--- src/rtl/bseq_pkg.sv ---
package bseq_pkg;
  typedef enum logic [1:0] {
    ST_IDLE  = 2'd0,
    ST_RUN   = 2'd1,
    ST_PAUSE = 2'd2
  } seq_state_e;
endpackage

--- src/rtl/bseq_fifo.sv ---
module bseq_fifo #(
  parameter int DEPTH  = 16,
  parameter int DATA_W = 8
) (
  input  logic                       clk,
  input  logic                       rst_n,
  input  logic                       clr,
  input  logic                       push,
  input  logic                       pop,
  input  logic [DATA_W-1:0]          wdata,
  output logic [DATA_W-1:0]          rdata,
  output logic [$clog2(DEPTH+1)-1:0] level,
  output logic                       full,
  output logic                       empty
);
  localparam int LVL_W = $clog2(DEPTH+1);
  localparam int PTR_W = (DEPTH > 1) ? $clog2(DEPTH) : 1;
  localparam logic [PTR_W-1:0] PTR_LAST = PTR_W'(DEPTH-1);

  logic [DATA_W-1:0] mem [DEPTH];
  logic [PTR_W-1:0]  wr_q, wr_d, rd_q, rd_d;
  logic [LVL_W-1:0]  lvl_q, lvl_d;
  logic              do_push, do_pop;

  assign full    = (lvl_q == LVL_W'(DEPTH));
  assign empty   = (lvl_q == '0);
  assign level   = lvl_q;
  assign rdata   = empty ? '0 : mem[rd_q];
  assign do_push = push && !full && !clr;
  assign do_pop  = pop && !empty && !clr;

  always_comb begin
    wr_d  = wr_q;
    rd_d  = rd_q;
    lvl_d = lvl_q;
    if (clr) begin
      wr_d  = '0;
      rd_d  = '0;
      lvl_d = '0;
    end else begin
      if (do_push) wr_d = (wr_q == PTR_LAST) ? '0 : wr_q + 1'b1;
      if (do_pop)  rd_d = (rd_q == PTR_LAST) ? '0 : rd_q + 1'b1;
      case ({do_push, do_pop})
        2'b10:   lvl_d = lvl_q + 1'b1;
        2'b01:   lvl_d = lvl_q - 1'b1;
        default: lvl_d = lvl_q;
      endcase
    end
  end

  always_ff @(posedge clk or negedge rst_n) begin
    if (!rst_n) begin
      wr_q  <= '0;
      rd_q  <= '0;
      lvl_q <= '0;
    end else begin
      wr_q  <= wr_d;
      rd_q  <= rd_d;
      lvl_q <= lvl_d;
    end
  end

  always_ff @(posedge clk) begin
    if (do_push) mem[wr_q] <= wdata;
  end

  assert_level_bound_R2: assert property (@(posedge clk) disable iff (!rst_n)
    lvl_q <= LVL_W'(DEPTH));

  assert_no_push_full_R3: assert property (@(posedge clk) disable iff (!rst_n)
    !(push && full && !clr));
endmodule

--- src/rtl/bseq_sizecnt.sv ---
module bseq_sizecnt #(
  parameter int SIZE_W = 8
) (
  input  logic              clk,
  input  logic              rst_n,
  input  logic              load,
  input  logic [SIZE_W-1:0] load_val,
  input  logic              dec,
  output logic [SIZE_W-1:0] cnt,
  output logic              zero
);
  logic [SIZE_W-1:0] cnt_q, cnt_d;

  always_comb begin
    cnt_d = cnt_q;
    if (load)                   cnt_d = load_val;
    else if (dec && cnt_q != 0) cnt_d = cnt_q - 1'b1;
  end

  always_ff @(posedge clk or negedge rst_n) begin
    if (!rst_n) cnt_q <= '0;
    else        cnt_q <= cnt_d;
  end

  assign cnt  = cnt_q;
  assign zero = (cnt_q == '0);
endmodule

--- src/rtl/bseq_ctrl.sv ---
module bseq_ctrl
  import bseq_pkg::*;
#(
  parameter int DEPTH   = 16,
  parameter int THR_GAP = 2,
  parameter int SIZE_W  = 8,
  parameter int ADDR_W  = 10,
  parameter int SHORT_W = 7
) (
  input  logic                       clk,
  input  logic                       rst_n,
  input  logic                       cfg_rx,
  input  logic                       cfg_master,
  input  logic                       cfg_short_addr,
  input  logic                       cfg_hold,
  input  logic                       sw_fifo_clr,
  input  logic                       sw_size_wr,
  input  logic                       sw_addr_wr,
  input  logic [ADDR_W-1:0]          sw_addr_val,
  input  logic                       sw_push,
  input  logic                       sw_pop,
  input  logic                       eng_tx_ready,
  input  logic                       eng_rx_valid,
  input  logic                       eng_nack,
  input  logic [$clog2(DEPTH+1)-1:0] level,
  input  logic                       full,
  input  logic                       empty,
  input  logic [SIZE_W-1:0]          cnt,
  input  logic                       cnt_zero,
  output logic                       fifo_clr,
  output logic                       fifo_push,
  output logic                       fifo_pop,
  output logic                       cnt_dec,
  output logic                       bus_active,
  output logic                       eng_tx_valid,
  output logic                       eng_rx_ready,
  output logic                       eng_stretch,
  output logic                       eng_start,
  output logic                       eng_stop,
  output logic [ADDR_W-1:0]          eng_addr,
  output logic                       eng_ten,
  output logic                       eng_read,
  output logic                       evt_done,
  output logic                       evt_thresh,
  output logic                       evt_tx_ovf,
  output logic                       evt_rx_ovf,
  output logic                       evt_rx_unf,
  output logic                       evt_nack
);
  localparam int LVL_W  = $clog2(DEPTH+1);
  localparam int THRESH = DEPTH - THR_GAP;

  seq_state_e st_q, st_d;
  logic tx_mode, running, start_req;
  logic push_sw, pop_sw, tx_fire, rx_fire, rx_block;
  logic tx_ovf_d, rx_unf_d, rx_ovf_d, thresh_d;
  logic start_d, stop_d, done_d, nack_d;
  logic [LVL_W:0]    lvl_nxt;
  logic [ADDR_W-1:0] addr_q, addr_d;
  logic              ten_q, ten_d, read_q, read_d;
  logic start_q, stop_q, done_q, nack_q, thresh_q, tx_ovf_q, rx_ovf_q, rx_unf_q;

  assign tx_mode   = !cfg_rx;
  assign running   = (st_q == ST_RUN);
  assign start_req = sw_addr_wr && cfg_master;

  // handshakes and FIFO side effects
  always_comb begin
    push_sw   = sw_push && tx_mode && !full;
    tx_ovf_d  = sw_push && tx_mode && full;
    pop_sw    = sw_pop && cfg_rx && !empty;
    rx_unf_d  = sw_pop && cfg_rx && empty;
    eng_tx_valid = running && tx_mode && !empty;
    tx_fire   = eng_tx_valid && eng_tx_ready;
    eng_rx_ready = running && cfg_rx && !cnt_zero && !full;
    rx_fire   = eng_rx_ready && eng_rx_valid;
    rx_block  = running && cfg_rx && !cnt_zero && full;
    rx_ovf_d  = rx_block && eng_rx_valid;
    fifo_clr  = sw_fifo_clr;
    fifo_push = !sw_fifo_clr && (push_sw || rx_fire);
    fifo_pop  = !sw_fifo_clr && (pop_sw || tx_fire);
    cnt_dec   = rx_fire;
    if (sw_fifo_clr) lvl_nxt = '0;
    else lvl_nxt = {1'b0, level} + (LVL_W+1)'(fifo_push) - (LVL_W+1)'(fifo_pop);
    thresh_d  = cfg_rx && ({1'b0, level} < (LVL_W+1)'(THRESH)) &&
                (lvl_nxt >= (LVL_W+1)'(THRESH));
  end

  // sequencing state machine
  always_comb begin
    st_d    = st_q;
    start_d = 1'b0;
    stop_d  = 1'b0;
    done_d  = 1'b0;
    nack_d  = 1'b0;
    case (st_q)
      ST_IDLE: begin
        if (start_req) begin
          st_d    = ST_RUN;
          start_d = 1'b1;
        end
      end
      ST_RUN: begin
        if (eng_nack) begin
          st_d   = ST_IDLE;
          stop_d = 1'b1;
          nack_d = 1'b1;
        end else if (tx_mode ? empty : cnt_zero) begin
          done_d = 1'b1;
          if (cfg_hold) begin
            st_d = ST_PAUSE;
          end else begin
            st_d   = ST_IDLE;
            stop_d = 1'b1;
          end
        end
      end
      ST_PAUSE: begin
        if (start_req) begin
          st_d    = ST_RUN;
          start_d = 1'b1;
        end else if (!cfg_hold) begin
          st_d   = ST_IDLE;
          stop_d = 1'b1;
        end else if (tx_mode ? !empty : !cnt_zero) begin
          st_d = ST_RUN;
        end
      end
      default: st_d = ST_IDLE;
    endcase
  end

  // address latch, taken only with a start
  always_comb begin
    addr_d = addr_q;
    ten_d  = ten_q;
    read_d = read_q;
    if (start_d) begin
      addr_d = cfg_short_addr ? ADDR_W'(sw_addr_val[SHORT_W-1:0]) : sw_addr_val;
      ten_d  = !cfg_short_addr;
      read_d = cfg_rx;
    end
  end

  always_ff @(posedge clk or negedge rst_n) begin
    if (!rst_n) begin
      st_q     <= ST_IDLE;
      addr_q   <= '0;
      ten_q    <= 1'b0;
      read_q   <= 1'b0;
      start_q  <= 1'b0;
      stop_q   <= 1'b0;
      done_q   <= 1'b0;
      nack_q   <= 1'b0;
      thresh_q <= 1'b0;
      tx_ovf_q <= 1'b0;
      rx_ovf_q <= 1'b0;
      rx_unf_q <= 1'b0;
    end else begin
      st_q     <= st_d;
      addr_q   <= addr_d;
      ten_q    <= ten_d;
      read_q   <= read_d;
      start_q  <= start_d;
      stop_q   <= stop_d;
      done_q   <= done_d;
      nack_q   <= nack_d;
      thresh_q <= thresh_d;
      tx_ovf_q <= tx_ovf_d;
      rx_ovf_q <= rx_ovf_d;
      rx_unf_q <= rx_unf_d;
    end
  end

  assign bus_active  = (st_q != ST_IDLE);
  assign eng_stretch = (st_q == ST_PAUSE) || rx_block;
  assign eng_start   = start_q;
  assign eng_stop    = stop_q;
  assign eng_addr    = addr_q;
  assign eng_ten     = ten_q;
  assign eng_read    = read_q;
  assign evt_done    = done_q;
  assign evt_thresh  = thresh_q;
  assign evt_tx_ovf  = tx_ovf_q;
  assign evt_rx_ovf  = rx_ovf_q;
  assign evt_rx_unf  = rx_unf_q;
  assign evt_nack    = nack_q;

  // count falls by exactly one per accepted byte unless reloaded
  assert_count_step_R8: assert property (@(posedge clk) disable iff (!rst_n)
    (rx_fire && !sw_size_wr) |=> (cnt == $past(cnt) - 1'b1));

  assert_rx_ovf_full_R9: assert property (@(posedge clk) disable iff (!rst_n)
    evt_rx_ovf |-> $past(full));

  assert_thresh_level_R10: assert property (@(posedge clk) disable iff (!rst_n)
    (evt_thresh && !$past(sw_fifo_clr)) |-> (level >= LVL_W'(THRESH)));

  assert_nack_stops_R11: assert property (@(posedge clk) disable iff (!rst_n)
    evt_nack |-> (eng_stop && !bus_active));
endmodule

--- src/rtl/bseq_top.sv ---
module bseq_top #(
  parameter int DEPTH   = 16,
  parameter int THR_GAP = 2,
  parameter int DATA_W  = 8,
  parameter int SIZE_W  = 8,
  parameter int ADDR_W  = 10,
  parameter int SHORT_W = 7
) (
  input  logic              clk,
  input  logic              rst_n,
  input  logic              cfg_rx,
  input  logic              cfg_master,
  input  logic              cfg_short_addr,
  input  logic              cfg_ack_en,
  input  logic              cfg_hold,
  input  logic              sw_fifo_clr,
  input  logic              sw_size_wr,
  input  logic [SIZE_W-1:0] sw_size_val,
  input  logic              sw_addr_wr,
  input  logic [ADDR_W-1:0] sw_addr_val,
  input  logic              sw_push,
  input  logic [DATA_W-1:0] sw_wdata,
  input  logic              sw_pop,
  output logic [DATA_W-1:0] sw_rdata,
  output logic [SIZE_W-1:0] size_view,
  output logic              rx_data_valid,
  output logic              bus_active,
  output logic              evt_done,
  output logic              evt_thresh,
  output logic              evt_tx_ovf,
  output logic              evt_rx_ovf,
  output logic              evt_rx_unf,
  output logic              evt_nack,
  output logic              eng_start,
  output logic              eng_stop,
  output logic              eng_stretch,
  output logic [ADDR_W-1:0] eng_addr,
  output logic              eng_ten,
  output logic              eng_read,
  output logic              eng_ack_en,
  output logic              eng_tx_valid,
  output logic [DATA_W-1:0] eng_tx_data,
  input  logic              eng_tx_ready,
  input  logic              eng_rx_valid,
  input  logic [DATA_W-1:0] eng_rx_data,
  output logic              eng_rx_ready,
  input  logic              eng_nack
);
  localparam int LVL_W = $clog2(DEPTH+1);

  logic              f_clr, f_push, f_pop, f_full, f_empty;
  logic [LVL_W-1:0]  f_level;
  logic [DATA_W-1:0] f_wdata, f_rdata;
  logic [SIZE_W-1:0] cnt;
  logic              cnt_zero, cnt_dec;

  assign f_wdata = cfg_rx ? eng_rx_data : sw_wdata;

  bseq_fifo #(.DEPTH(DEPTH), .DATA_W(DATA_W)) u_fifo (
    .clk(clk), .rst_n(rst_n), .clr(f_clr), .push(f_push), .pop(f_pop),
    .wdata(f_wdata), .rdata(f_rdata), .level(f_level),
    .full(f_full), .empty(f_empty)
  );

  bseq_sizecnt #(.SIZE_W(SIZE_W)) u_cnt (
    .clk(clk), .rst_n(rst_n), .load(sw_size_wr), .load_val(sw_size_val),
    .dec(cnt_dec), .cnt(cnt), .zero(cnt_zero)
  );

  bseq_ctrl #(
    .DEPTH(DEPTH), .THR_GAP(THR_GAP), .SIZE_W(SIZE_W),
    .ADDR_W(ADDR_W), .SHORT_W(SHORT_W)
  ) u_ctrl (
    .clk(clk), .rst_n(rst_n),
    .cfg_rx(cfg_rx), .cfg_master(cfg_master), .cfg_short_addr(cfg_short_addr),
    .cfg_hold(cfg_hold), .sw_fifo_clr(sw_fifo_clr), .sw_size_wr(sw_size_wr),
    .sw_addr_wr(sw_addr_wr), .sw_addr_val(sw_addr_val),
    .sw_push(sw_push), .sw_pop(sw_pop),
    .eng_tx_ready(eng_tx_ready), .eng_rx_valid(eng_rx_valid), .eng_nack(eng_nack),
    .level(f_level), .full(f_full), .empty(f_empty),
    .cnt(cnt), .cnt_zero(cnt_zero),
    .fifo_clr(f_clr), .fifo_push(f_push), .fifo_pop(f_pop), .cnt_dec(cnt_dec),
    .bus_active(bus_active), .eng_tx_valid(eng_tx_valid),
    .eng_rx_ready(eng_rx_ready), .eng_stretch(eng_stretch),
    .eng_start(eng_start), .eng_stop(eng_stop), .eng_addr(eng_addr),
    .eng_ten(eng_ten), .eng_read(eng_read),
    .evt_done(evt_done), .evt_thresh(evt_thresh), .evt_tx_ovf(evt_tx_ovf),
    .evt_rx_ovf(evt_rx_ovf), .evt_rx_unf(evt_rx_unf), .evt_nack(evt_nack)
  );

  assign sw_rdata      = f_rdata;
  assign eng_tx_data   = f_rdata;
  assign eng_ack_en    = cfg_ack_en;
  assign rx_data_valid = cfg_rx && !f_empty;
  assign size_view     = cfg_rx ? cnt : SIZE_W'(f_level);
endmodule

--- config.mk ---
export PLATFORM = sky130hd
export DESIGN_NAME = bseq_top
export DESIGN_NICKNAME = d
export VERILOG_FILES = /design/src/rtl/bseq_pkg.sv /design/src/rtl/bseq_fifo.sv /design/src/rtl/bseq_sizecnt.sv /design/src/rtl/bseq_ctrl.sv /design/src/rtl/bseq_top.sv
export SDC_FILE = /design/constraint.sdc
export NUM_CORES = 1
export LEC_CHECK = 0
export BUFFER_PORTS_ARGS = -buffer_cell sky130_fd_sc_hd__clkbuf_2
export CORE_MARGIN = 2
export CORE_UTILIZATION = 30
export CTS_CLUSTER_DIAMETER = 150
export DETAILED_ROUTE_END_ITERATION = 8
export SLEW_MARGIN = 10
export SYNTH_ARGS = -nofsm -noshare
export SYNTH_HDL_FRONTEND = slang
export SYNTH_SLANG_ARGS = --single-unit
--- constraint.sdc ---
create_clock -name clk -period 3.2 [get_ports clk]
set_clock_uncertainty 0.1 [all_clocks]
set_input_delay 0.16 -clock clk [delete_from_list [all_inputs] [get_ports clk]]
set_output_delay 0.16 -clock clk [all_outputs]
set_load 0.01 [all_outputs]
==> results.yml <==
pwr:
  power_density_nw_per_um2: 623
  p_leak_uw: 0.00372
  power_uw: 6020
  ir_worst_vdd_mv: 0.383
synthesis:
  ys_seq_elements: 171
  synth_edf_count: 128
  yosysWarningCount: 0
  async_flop_share: 0.251
  ys_types: 58
  netlist_area_um2: 7860
  synth_area_per_cell_um2: 15.1
  seq_area_frac_synth: 0.626
  syn_nets: 594
  syn_inst: 521
  yosys_most_used_dff: "edfxtp_1"
drt:
  avgRoutedWirePerCell_um: 16.6
  dr_total_vias: 4719
  drc: 0
  first_pass_iters: 4
  antenna_left: 0
  drtIter0Drc: 297
  viasPerCell: 4.71
  wirelength_um: 16600
clock_tree:
  cts_sinks: 171
  cts_tree: "yes"
  cts_made_buffers: 17
  clockRootBuffer: "clkbuf_16"
  htree_levels: 4
  clk_pin_slew_ns: 0.07
  cts_buffer_depth: 2
  clkLatencyLatePin_ns: 0.43
critical_path:
  required_ns: 3.45
  cp-end-kind: "flop"
  cp_max_fo: 4
  cp_top_family: "adder cells"
  slowest_stage: "dfrtp_1"
  critical_path.max_stage_delay_ns: 0.42
  crit_type: "reg -> reg"
  crit_chain: "inv_2 > ha_4 > and3_1 > a21boi_4 > o21ai_2 > nand2b_1 > ha_1 > inv_1 > ha_1 > inv_1 > fa_2 > xor2_1 > or3_1 > a31oi_1"
  worst_setup_path_start_kind: "flop"
  arrival_ns: 3.22
  cp_num_buf_inv: 3
timing:
  finalSetupViolations: 0
  relSlewSlack: 0.642
  tns_ns: 0
  max_freq_mhz: 336
  period_share: 0.929
  grt_setup_unrepaired: "no"
  setup_slack_ns: 0.228
  min_period_ns: 2.97
  hold_viol_final: 0
  maxSlewViolCount: 0
  worst_pin_slew_ns: 0.534
floorplan:
  core-area_um2: 25900
  fp.dieW_um: 166
  start_util: 0.303
  rows: 59
  io_pins: 99
  die_h_um: 166
  dieArea_um2: 27500
placement:
  place_hpwl_um: 11400
  dpl_cell_area_um2: 8770
  portBuffers: 96
  pre_cts_ws_ns: 0.0990
  gp_congestion: 0.808
grt:
  grt_antenna_before_repair: 0
  grt_pass1_wl_um: 26400
  grt_max_degree: 37
  grt_use_total: 0.124
  grt-ovfl-total: 0
  grt_pass1_vias: 4683
min_path:
  min_path_type: "in -> reg"
cells_and_area:
  final_common_cell: "edfxtp_1"
  mostFrequentLayoutCells: "128 x edfxtp_1, 96 x clkbuf_2, 52 x nand2_1"
  drive_gt1_frac: 0.339
  antenna_cells: 0
  design_area_um2: 9650
  fin_nets: 727
  syn_to_final_growth_pct: 22.8
job:
  drv_cap: 0
outcome:
  status: "finished, final reports clean"
## final timing paths
kind | slack [ns] | start | to | depth (start not counted)
min in group asynchronous | 0.09 | rst_n | u_ctrl.eng_addr[0] | 2
min | 0.02 | sw_size_wr | u_cnt.cnt[5] | 3
max reg2reg | 0.23 | u_ctrl.st_q[1] | u_ctrl.evt_thresh | 14
min reg2reg | 0.38 | u_ctrl.eng_addr[0] | u_ctrl.eng_addr[0] | 2
max | 0.23 | u_ctrl.st_q[1] | u_ctrl.evt_thresh | 14
max in group asynchronous | 2.18 | rst_n | u_fifo.rd_q[0] | 3
## routing by layer
metal,part of all wire,vias to the layer above,track usage
met5,0,-,0
met4,0.014,0,0.0480
met3,0.042,18,0.0272
met2,0.48,115,0.198
met1,0.46,2343,0.166
li1,-,2243,-
## synthesized netlist by cell type, types with 2 or more instances
library cell  number  area (um2)
edfxtp_1         128        3840
nand2_1           52         195
dfrtp_1           43        1080
mux4_2            40         901
o21ai_0           28         140
ha_1              22         275
inv_1             18        67.6
clkbuf_1          16        60.1
a21oi_1           15        75.1
and3_1            15        93.8
nor2_1            15        56.3
nor2b_1           13        81.3
buf_4             11        82.6
mux2_2            11         124
xor2_1             9        78.8
nand2b_1           7        43.8
a21o_1             5        37.5
and2_1             5        31.3
nand3_1            5        25.0
nand4_1            5        31.3
nor3_1             4        20.0
xnor2_1            4        35.0
and4_1             3        26.3
inv_2              3        11.3
mux2i_1            3        30.0
nor3b_1            3        22.5
a211oi_2           2        25.0
a311oi_1           2        17.5
a31oi_1            2        12.5
fa_1               2        40.0
o211ai_1           2        15.0
o22ai_1            2        12.5
## worst min-delay path: stages
cell      delay (ns)
clkbuf_2        0.19
nand2_1         0.09
o21ai_0         0.07
## what timing repair did
item | CTS | global route
hold endpoints to repair | 40 | 0
setup buffers | 0 | 3
endpoints found under the setup margin | 0 | 2
gates resized for setup | 0 | 10
hold buffers | 25 | 0
## cell type report
class,instances,area (um2)
timing repair buffer,143,908
multi-input combinational,299,2740
tap,335,419
inverter,22,82.6
fill,2421,16300
clock inverter,14,148
clock buffer,18,429
sequential,171,4920
## power breakdown
group | leakage [uW] | switching [uW] | internal, uW
Sequential | 0.00171 | 99.6 | 2540
Combinational | 0.00173 | 746 | 650
Clock | 0.000277 | 940 | 1040
## cells by family after synthesis
kind of cell	count (synthesis)	share of synthesized area
adder cells (fa/ha/maj)	24	0.0401
AND/OR/NAND/NOR	138	0.0958
flip-flops	171	0.626
buffers and inverters	51	0.0307
multiplexers	55	0.136
AO/OA/AOI/OAI	69	0.0572
XOR/XNOR	13	0.0145
## per-stage QoR
| step | utilization | hold WS [ns] | std cells |
|---|---|---|---|
| 5_1_grt | 0.372 | 0.0537 | 1002 |
| 2_1_floorplan | - | -0.236 | 521 |
| 6_report | 0.372 | 0.0247 | 1002 |
| 3_5_place_dp | 0.338 | 0.00472 | 942 |
| 4_1_cts | 0.370 | 0.0119 | 999 |
| 3_3_place_gp | 0.338 | 0.00615 | 942 |
## state kept, by name, summed over array words and instances, names as in the netlist
signal and cells:
u_ctrl.eng_read 1, u_fifo.mem 128, u_ctrl.evt_rx_unf 1, u_ctrl.evt_done 1, u_fifo.level 5, u_ctrl.evt_thresh 1, u_ctrl.eng_start 1, u_ctrl.eng_stop 1
u_ctrl.evt_nack 1, u_ctrl.eng_addr 10, u_ctrl.eng_ten 1, u_fifo.rd_q 4, u_fifo.wr_q 4, u_ctrl.evt_tx_ovf 1, u_ctrl.st_q 2, u_ctrl.evt_rx_ovf 1
u_cnt.cnt 8
Note: power is estimated with default switching activity, not from simulation.
